**src/rtl/lane_pwrup_pkg.sv**
```systemverilog
`timescale 1ns/1ps
package lane_pwrup_pkg;

  typedef enum logic [1:0] {
    ST_IDLE = 2'd0,
    ST_RUN  = 2'd1,
    ST_FIN  = 2'd2
  } seq_state_e;

  // Release steps per lane pair: power-down, PLL reset, lane reset
  localparam int unsigned STEPS_PER_PAIR = 3;

  function automatic int unsigned wait_cycles(input int unsigned mhz,
                                              input int unsigned ns);
    int unsigned c;
    c = (mhz * ns) / 1000;
    return (c < 1) ? 1 : c;
  endfunction

endpackage

```
**src/rtl/lane_pwrup_timer.sv**
```systemverilog
`timescale 1ns/1ps
module lane_pwrup_timer #(
  parameter int unsigned WAIT_CYC = 8
) (
  input  logic clk,
  input  logic rst_n,
  input  logic run_i,
  output logic tick_o
);
  localparam int unsigned CW = (WAIT_CYC > 1) ? $clog2(WAIT_CYC) : 1;

  logic [CW-1:0] cnt_q, cnt_d;
  logic          cnt_en;

  assign tick_o = run_i && (cnt_q == CW'(WAIT_CYC - 1));

  always_comb begin
    cnt_en = run_i || (cnt_q != '0);
    if (!run_i || tick_o) cnt_d = '0;
    else                  cnt_d = cnt_q + CW'(1);
  end

  always_ff @(posedge clk or negedge rst_n) begin
    if (!rst_n)      cnt_q <= '0;
    else if (cnt_en) cnt_q <= cnt_d;
  end
endmodule

```
**src/rtl/lane_pwrup_fsm.sv**
```systemverilog
`timescale 1ns/1ps
module lane_pwrup_fsm
  import lane_pwrup_pkg::*;
#(
  parameter int unsigned LAST_PHASE = 6,
  parameter int unsigned PW         = 3
) (
  input  logic          clk,
  input  logic          rst_n,
  input  logic          start_i,
  input  logic          tick_i,
  output logic          run_o,
  output logic          done_o,
  output logic [PW-1:0] phase_o
);
  seq_state_e    state_q, state_d;
  logic [PW-1:0] phase_q, phase_d;
  logic          upd_en;

  always_comb begin
    state_d = state_q;
    phase_d = phase_q;
    upd_en  = (state_q != ST_IDLE) || start_i;
    case (state_q)
      ST_IDLE: begin
        if (start_i) begin
          state_d = ST_RUN;
          phase_d = '0;
        end
      end
      ST_RUN: begin
        if (tick_i) begin
          if (phase_q == PW'(LAST_PHASE)) state_d = ST_FIN;
          else                            phase_d = phase_q + PW'(1);
        end
      end
      ST_FIN: begin
        state_d = ST_IDLE;
        phase_d = '0;
      end
      default: begin
        state_d = ST_IDLE;
        phase_d = '0;
      end
    endcase
  end

  always_ff @(posedge clk or negedge rst_n) begin
    if (!rst_n) begin
      state_q <= ST_IDLE;
      phase_q <= '0;
    end else if (upd_en) begin
      state_q <= state_d;
      phase_q <= phase_d;
    end
  end

  assign run_o   = (state_q == ST_RUN);
  assign done_o  = (state_q == ST_FIN);
  assign phase_o = phase_q;
endmodule

```
**src/rtl/lane_pwrup_word.sv**
```systemverilog
`timescale 1ns/1ps
module lane_pwrup_word
  import lane_pwrup_pkg::*;
#(
  parameter int unsigned PAIRS = 2,
  parameter int unsigned PW    = 3
) (
  input  logic                 run_i,
  input  logic [PW-1:0]        phase_i,
  output logic [2*PAIRS-1:0]   pdn_o,
  output logic [2*PAIRS-1:0]   lane_rst_o,
  output logic [PAIRS-1:0]     pll_rst_o
);
  // A bit stays asserted while the phase index is below its release step.
  for (genvar k = 0; k < PAIRS; k++) begin : g_pair
    localparam int unsigned STEP_PDN  = STEPS_PER_PAIR * k + 1;
    localparam int unsigned STEP_PLL  = STEPS_PER_PAIR * k + 2;
    localparam int unsigned STEP_LRST = STEPS_PER_PAIR * k + 3;

    logic hold_pdn, hold_pll, hold_lrst;

    assign hold_pdn  = run_i && (phase_i < PW'(STEP_PDN));
    assign hold_pll  = run_i && (phase_i < PW'(STEP_PLL));
    assign hold_lrst = run_i && (phase_i < PW'(STEP_LRST));

    assign pdn_o[2*k+1:2*k]      = {2{hold_pdn}};
    assign lane_rst_o[2*k+1:2*k] = {2{hold_lrst}};
    assign pll_rst_o[k]          = hold_pll;
  end
endmodule

```
**src/rtl/lane_pwrup_seq.sv**
```systemverilog
`timescale 1ns/1ps
module lane_pwrup_seq
  import lane_pwrup_pkg::*;
#(
  parameter int unsigned PAIRS   = 2,
  parameter int unsigned CFG_W   = 8,
  parameter int unsigned CLK_MHZ = 125,
  parameter int unsigned WAIT_NS = 15000
) (
  input  logic               clk,
  input  logic               rst_n,
  input  logic               start_i,
  input  logic [CFG_W-1:0]   board_cfg_i,
  output logic [2*PAIRS-1:0] pdn_o,
  output logic [2*PAIRS-1:0] lane_rst_o,
  output logic [PAIRS-1:0]   pll_rst_o,
  output logic [CFG_W-1:0]   cfg_o,
  output logic               busy_o,
  output logic               done_o
);
  localparam int unsigned WAIT_CYC   = wait_cycles(CLK_MHZ, WAIT_NS);
  localparam int unsigned LAST_PHASE = STEPS_PER_PAIR * PAIRS;
  localparam int unsigned PW         = $clog2(LAST_PHASE + 1);

  logic          run, tick;
  logic [PW-1:0] phase;

  lane_pwrup_timer #(.WAIT_CYC(WAIT_CYC)) u_timer (
    .clk    (clk),
    .rst_n  (rst_n),
    .run_i  (run),
    .tick_o (tick)
  );

  lane_pwrup_fsm #(.LAST_PHASE(LAST_PHASE), .PW(PW)) u_fsm (
    .clk     (clk),
    .rst_n   (rst_n),
    .start_i (start_i),
    .tick_i  (tick),
    .run_o   (run),
    .done_o  (done_o),
    .phase_o (phase)
  );

  lane_pwrup_word #(.PAIRS(PAIRS), .PW(PW)) u_word (
    .run_i      (run),
    .phase_i    (phase),
    .pdn_o      (pdn_o),
    .lane_rst_o (lane_rst_o),
    .pll_rst_o  (pll_rst_o)
  );

  assign busy_o = run;
  assign cfg_o  = board_cfg_i;
endmodule

```
**config.mk**
```make
export PLATFORM = sky130hd
export DESIGN_NAME = lane_pwrup_seq
export DESIGN_NICKNAME = d
export VERILOG_FILES = /design/src/rtl/lane_pwrup_pkg.sv /design/src/rtl/lane_pwrup_timer.sv /design/src/rtl/lane_pwrup_fsm.sv /design/src/rtl/lane_pwrup_word.sv /design/src/rtl/lane_pwrup_seq.sv
export SDC_FILE = /design/constraint.sdc
export NUM_CORES = 1
export LEC_CHECK = 0
export BUFFER_PORTS_ARGS = -buffer_cell sky130_fd_sc_hd__buf_2
export CAP_MARGIN = 20
export CORE_MARGIN = 4
export CORE_UTILIZATION = 40
export CTS_CLUSTER_DIAMETER = 80
export DETAILED_ROUTE_END_ITERATION = 8
export PLACE_DENSITY = 0.72
export SLEW_MARGIN = 40
export SYNTH_ARGS = -nofsm -noshare
export SYNTH_HDL_FRONTEND = slang
export SYNTH_SLANG_ARGS = --single-unit
```
**constraint.sdc**
```tcl
create_clock -name clk -period 1.4 [get_ports clk]
set_input_delay 0.35 -clock clk [delete_from_list [all_inputs] [get_ports clk]]
set_output_delay 0.35 -clock clk [all_outputs]
set_load 0.01 [all_outputs]
```
# == After elaboration in Yosys (flattened, before gate mapping) ==
# Index checks and enable logic that the tools add are counted.
# totals
regBits,16
latchBits,0
mem_bits_rw,0
rom_bits,0
in_bits,11
out_inout_bits,20
elab_cells,44
memories,0
# op_classes
add_sub_neg,2
n_mul,0
div_mod_pow,0
n_lt_le_gt_ge,6
eq_ne,8
shifts,0
mux,9
n_bitwise,0
reduce_logical,16
# ops
op,count
"adder 11 x 1 -> 11 bit, second input constant",1
"== test 11 bit, second input constant",1
2-to-1 mux 11 bit,1
nonzero test 11 bit,1
"less-than comparator 3 bit, second input constant",3
2-to-1 mux 3 bit,3
AND reduction 4 bit,2
logical AND 1 bit,7
"less-than comparator 3 x 2 -> 1 bit, second input constant",2
2-to-1 mux 2 bit,3
"!= test 2 bit, second input constant",3
one-hot mux 3 bit (2 select lines),1
one-hot mux 2 bit (2 select lines),1
"adder 3 x 1 -> 3 bit, second input constant",1
"== test 3 bit, second input constant",1
logical OR 1 bit,3
"less-than comparator 3 x 1 -> 1 bit, second input constant",1
"== test 2 x 1 -> 1 bit, second input constant",1
"== test 2 bit, second input constant",1
zero test 2 bit,1
"!= test 2 x 1 -> 1 bit, second input constant",1
nonzero test 2 bit,1
zero test 1 bit,1

# == Depth between registers and ports, before layout ==
# depth
depth_word,4
depth_mapped,6
ltp_nobuf,6

# == Cells and area by module ==
# Synthesis repeated with hierarchy kept, for this count alone.
# unflattened
hier_cells,116
area_unflattened_um2,1099.8
# modules_own_cells
mod,n_inst,cells_each,area_each_um2,seq_area_each_um2
lane_pwrup_timer,1,62,631.9,275.3
lane_pwrup_fsm,1,28,282.8,125.1
lane_pwrup_word,1,18,125.1,0.0
lane_pwrup_seq,1,8,60.1,0.0

# == Least setup slack after synthesis ==
# No wires, ideal clock.
# synth_path
path_type,register to output
startpoint,register u_fsm.state_q[1]
endpoint,output port pdn_o[0]
arrival_ns,1.079
required_time_ns,1.050
path_slack_ns,-0.029
stages_incl_launch_ff,5
path_buffers,2
cell_sequence,dfrtp_1 nand2b_1 buf_2 nor4_1 buf_4
# synth_via
elab_chain_cells,2
# synth_rtl
item,line_no,text
start: declaration,lane_pwrup_fsm.sv:16,"seq_state_e state_q, state_d;"
start signal: assignment,lane_pwrup_fsm.sv:53,state_q <= state_d;
== test 2 x 1 -> 1 bit,lane_pwrup_fsm.sv:58,assign run_o = (state_q == ST_RUN);
logical AND 1 bit,lane_pwrup_word.sv:22,assign hold_pdn = run_i && (phase_i < PW'(STEP_PDN));
end: declaration,lane_pwrup_seq.sv:14,"output logic [2*PAIRS-1:0] pdn_o,"
# No other way between the ends.

# == Worst setup path in the final report ==
# layout_path
startpoint,register u_fsm.state_q[1]
endpoint,output port lane_rst_o[1]
# layout_via
elab_chain_cells,2
# layout_rtl
item,line_no,text
== test 2 x 1 -> 1 bit,lane_pwrup_fsm.sv:58,
logical AND 1 bit,lane_pwrup_word.sv:24,assign hold_lrst = run_i && (phase_i < PW'(STEP_LRST));
end: declaration,lane_pwrup_seq.sv:15,"output logic [2*PAIRS-1:0] lane_rst_o,"
# No other way between the ends.

==> results_dict.tcl <==
set metrics [dict create \
    route.detailed.drc 0 \
    fp.dieH_um 59.7 \
    clk_latency_ps 290 \
    cts_sinks 16 \
    slew_headroom_pct 75.4 \
    yosysSeqAreaShare_pct 37.5 \
    critPathCaptureType "primary output" \
    fp.dieW_um 59.7 \
    io_pins 31 \
    finalCritPeriodShare_pct 113 \
    worstMarginPinSlew_ps 369 \
    cp.required_ps 1050 \
    syn2layout_area_growth_pct 30.1 \
    grt_pass1_vias 844 \
    root_buffer "clkbuf_4" \
    clkTransAtPathRegs_ps 90 \
    hp-class "input port to register" \
    drtIter0Drc 24 \
    clock.fmax_mhz 630 \
    avgViaCountPerCell 5.26 \
    fin_cells 166 \
    maxCapViolations 0 \
    start_kind "register" \
    grt_pass1_wl_um 3670 \
    synth_area_per_cell_um2 9.20 \
    power_density_nw_per_um2 1240 \
    synth_nets 131 \
    hold_viol_final 0 \
    layout_setup_ws_ps -188 \
    num_vias 873 \
    grt.overflow.total 0 \
    leakagePower_nw 0.579 \
    gp_congestion 0.810 \
    netlist_area_um2 1070 \
    power.total_mw 1.72 \
    ant_nets 0 \
    tritoncts "yes" \
    core_um2 2500 \
    io_buffers 14 \
    path_class "register to primary output" \
    dr.pass1.iters 4 \
    ys_seq_elements 16 \
    fin_skew_ps 1.90 \
    synth_top_area_share_pct 37.5 \
    grtUsageTotal_pct 13.7 \
    synthArstFlopShare_pct 100 \
    antenna_found_initial 0 \
    yosys-top-cells-area "dfrtp_1, buf_4, nor2_1" \
    maxSlewViolCount 0 \
    utilization_pct 55.6 \
    ys_warn_count 0 \
    yosys.area.top_type "dfrtp_1" \
    arrival_ps 1240 \
    nets 152 \
    ctsHtreeMaxLevel 1 \
    num_rows 18 \
    violations "setup timing" \
    initial_core_util_pct 42.7 \
    outcome "finished, violations left" \
    routed_wl_um 2360 \
    synth_cells 116 \
    die_area_um2 3560 \
    period_needed_ps 1590 \
    finalSetupViolCount 15 \
    dp_hpwl_um 1510 \
    n_antenna_cell 0 \
    peakVddDrop_uv 1150 \
    grt_max_degree 17 \
    dp.cells 150 \
    synth_flop_cell "dfrtp_1" \
    synth_edf_count 0 \
    cts_buffers 3 \
    worst-path-max-fanout 8 \
    drive_above_1_share_pct 50.7 \
    rsz0062_at_grt "true" \
    ys_types 37 \
    wire_per_inst_um 14.2 \
    pre_cts_ws_ps -52.6 \
    ys_top_cells_by_count "buf_4, nor2_1, dfrtp_1" \
    cts_buffer_depth 2 \
]
## sequential cells by signal, summed over array words and instances, names as in the netlist
name	count
u_timer.cnt_q	11
u_fsm.phase_o	3
u_fsm.state_q	2
## worst max-delay path, stage by stage (launching register included)
cell and delay, ps:
dfrtp_1 400, nand2b_4 200, a211oi_2 180, buf_2 160
## per-layer routing
metal	GRT usage (%)	routed length, um	part of all wire [%]	up-vias
met1	16.0	935	40	419
met5	0	0	0	-
li1	-	-	-	416
met4	3.80	28	1.2	0
met3	4.75	140	5.9	8
met2	23.8	1250	53	30
## path summary, 6_finish.rpt
path                                  start               end  slack [ps]  cells after the start
max in group asynchronous             rst_n  u_fsm.phase_o[1]         620                      2
hold / removal                      start_i  u_fsm.state_q[0]         380                      3
setup reg to reg           u_timer.cnt_q[3]  u_timer.cnt_q[0]         -20                      5
min in group asynchronous             rst_n  u_timer.cnt_q[7]         490                      2
hold reg to reg            u_timer.cnt_q[9]  u_timer.cnt_q[9]         610                      2
setup / recovery           u_fsm.state_q[1]     lane_rst_o[1]        -190                      3
## placed cells by master, fill, tap and decap left out, drive strengths merged
cell type    netlist  layout
a311oi             1       1
dlygate4sd3        0       1
xnor2              5       5
a31oi              1       1
a21oi              2       2
buf               20      35
nor2              19      19
ha                 4       4
o21a               1       1
and4               2       2
nor2b              2       2
xor2               4       4
dfrtp             16      16
nor4               2       2
nand2              7       7
and2               1       1
mux2i              1       1
nor4b              1       1
and3               3       3
nand2b             2       2
a211oi             1       1
nand4              2       2
a22o               1       1
clkbuf             0       4
a221oi             1       1
inv                4       4
nand3              6       6
nor3               4       4
o21ai              2       2
o22ai              1       1
## final cells by class
cell class | count | area [um^2]
Multi-Input combinational cell | 76 | 634
Fill cell | 227 | 1110
Clock buffer | 4 | 36.3
Timing Repair Buffer | 36 | 259
Inverter | 4 | 17.5
Tap cell | 30 | 37.5
Sequential cell | 16 | 404
## through the flow
stage | TNS [ps] | instance area, um^2 | hold slack, ps
after floorplan | 0 | 1080 | 54.4
after global placement | 0 | 1120 | 278
after detailed placement | -384 | 1120 | 287
after CTS | -1380 | 1280 | 327
after global routing | -3270 | 1390 | 386
final | -1760 | 1390 | 380
## what timing repair did
action | 4_1_cts | 5_1_grt
setup buffers | 8 | 4
hold buffers | 1 | 0
gates resized for setup | 15 | 20
hold endpoints to repair | 16 | 0
pin swaps | 5 | 19
setup endpoints to repair | 22 | 27
## cells by family after synthesis
family | count (synthesis) | synth area share (%)
and+or+nand+nor | 51 | 27.6
buffers and inverters | 24 | 15.0
DFF | 16 | 37.5
AOI/OAI and AO/OA | 11 | 6.92
xor gates and xnor gates | 9 | 7.39
adders and majority gates | 4 | 4.69
muxes | 1 | 0.938
## where the power goes
group,internal [mW],total [mW],switching [mW]
Combinational,0.361,0.690,0.328
Clock,0.158,0.310,0.152
Sequential,0.569,0.722,0.154
Note: power is estimated with default switching activity, not from simulation.
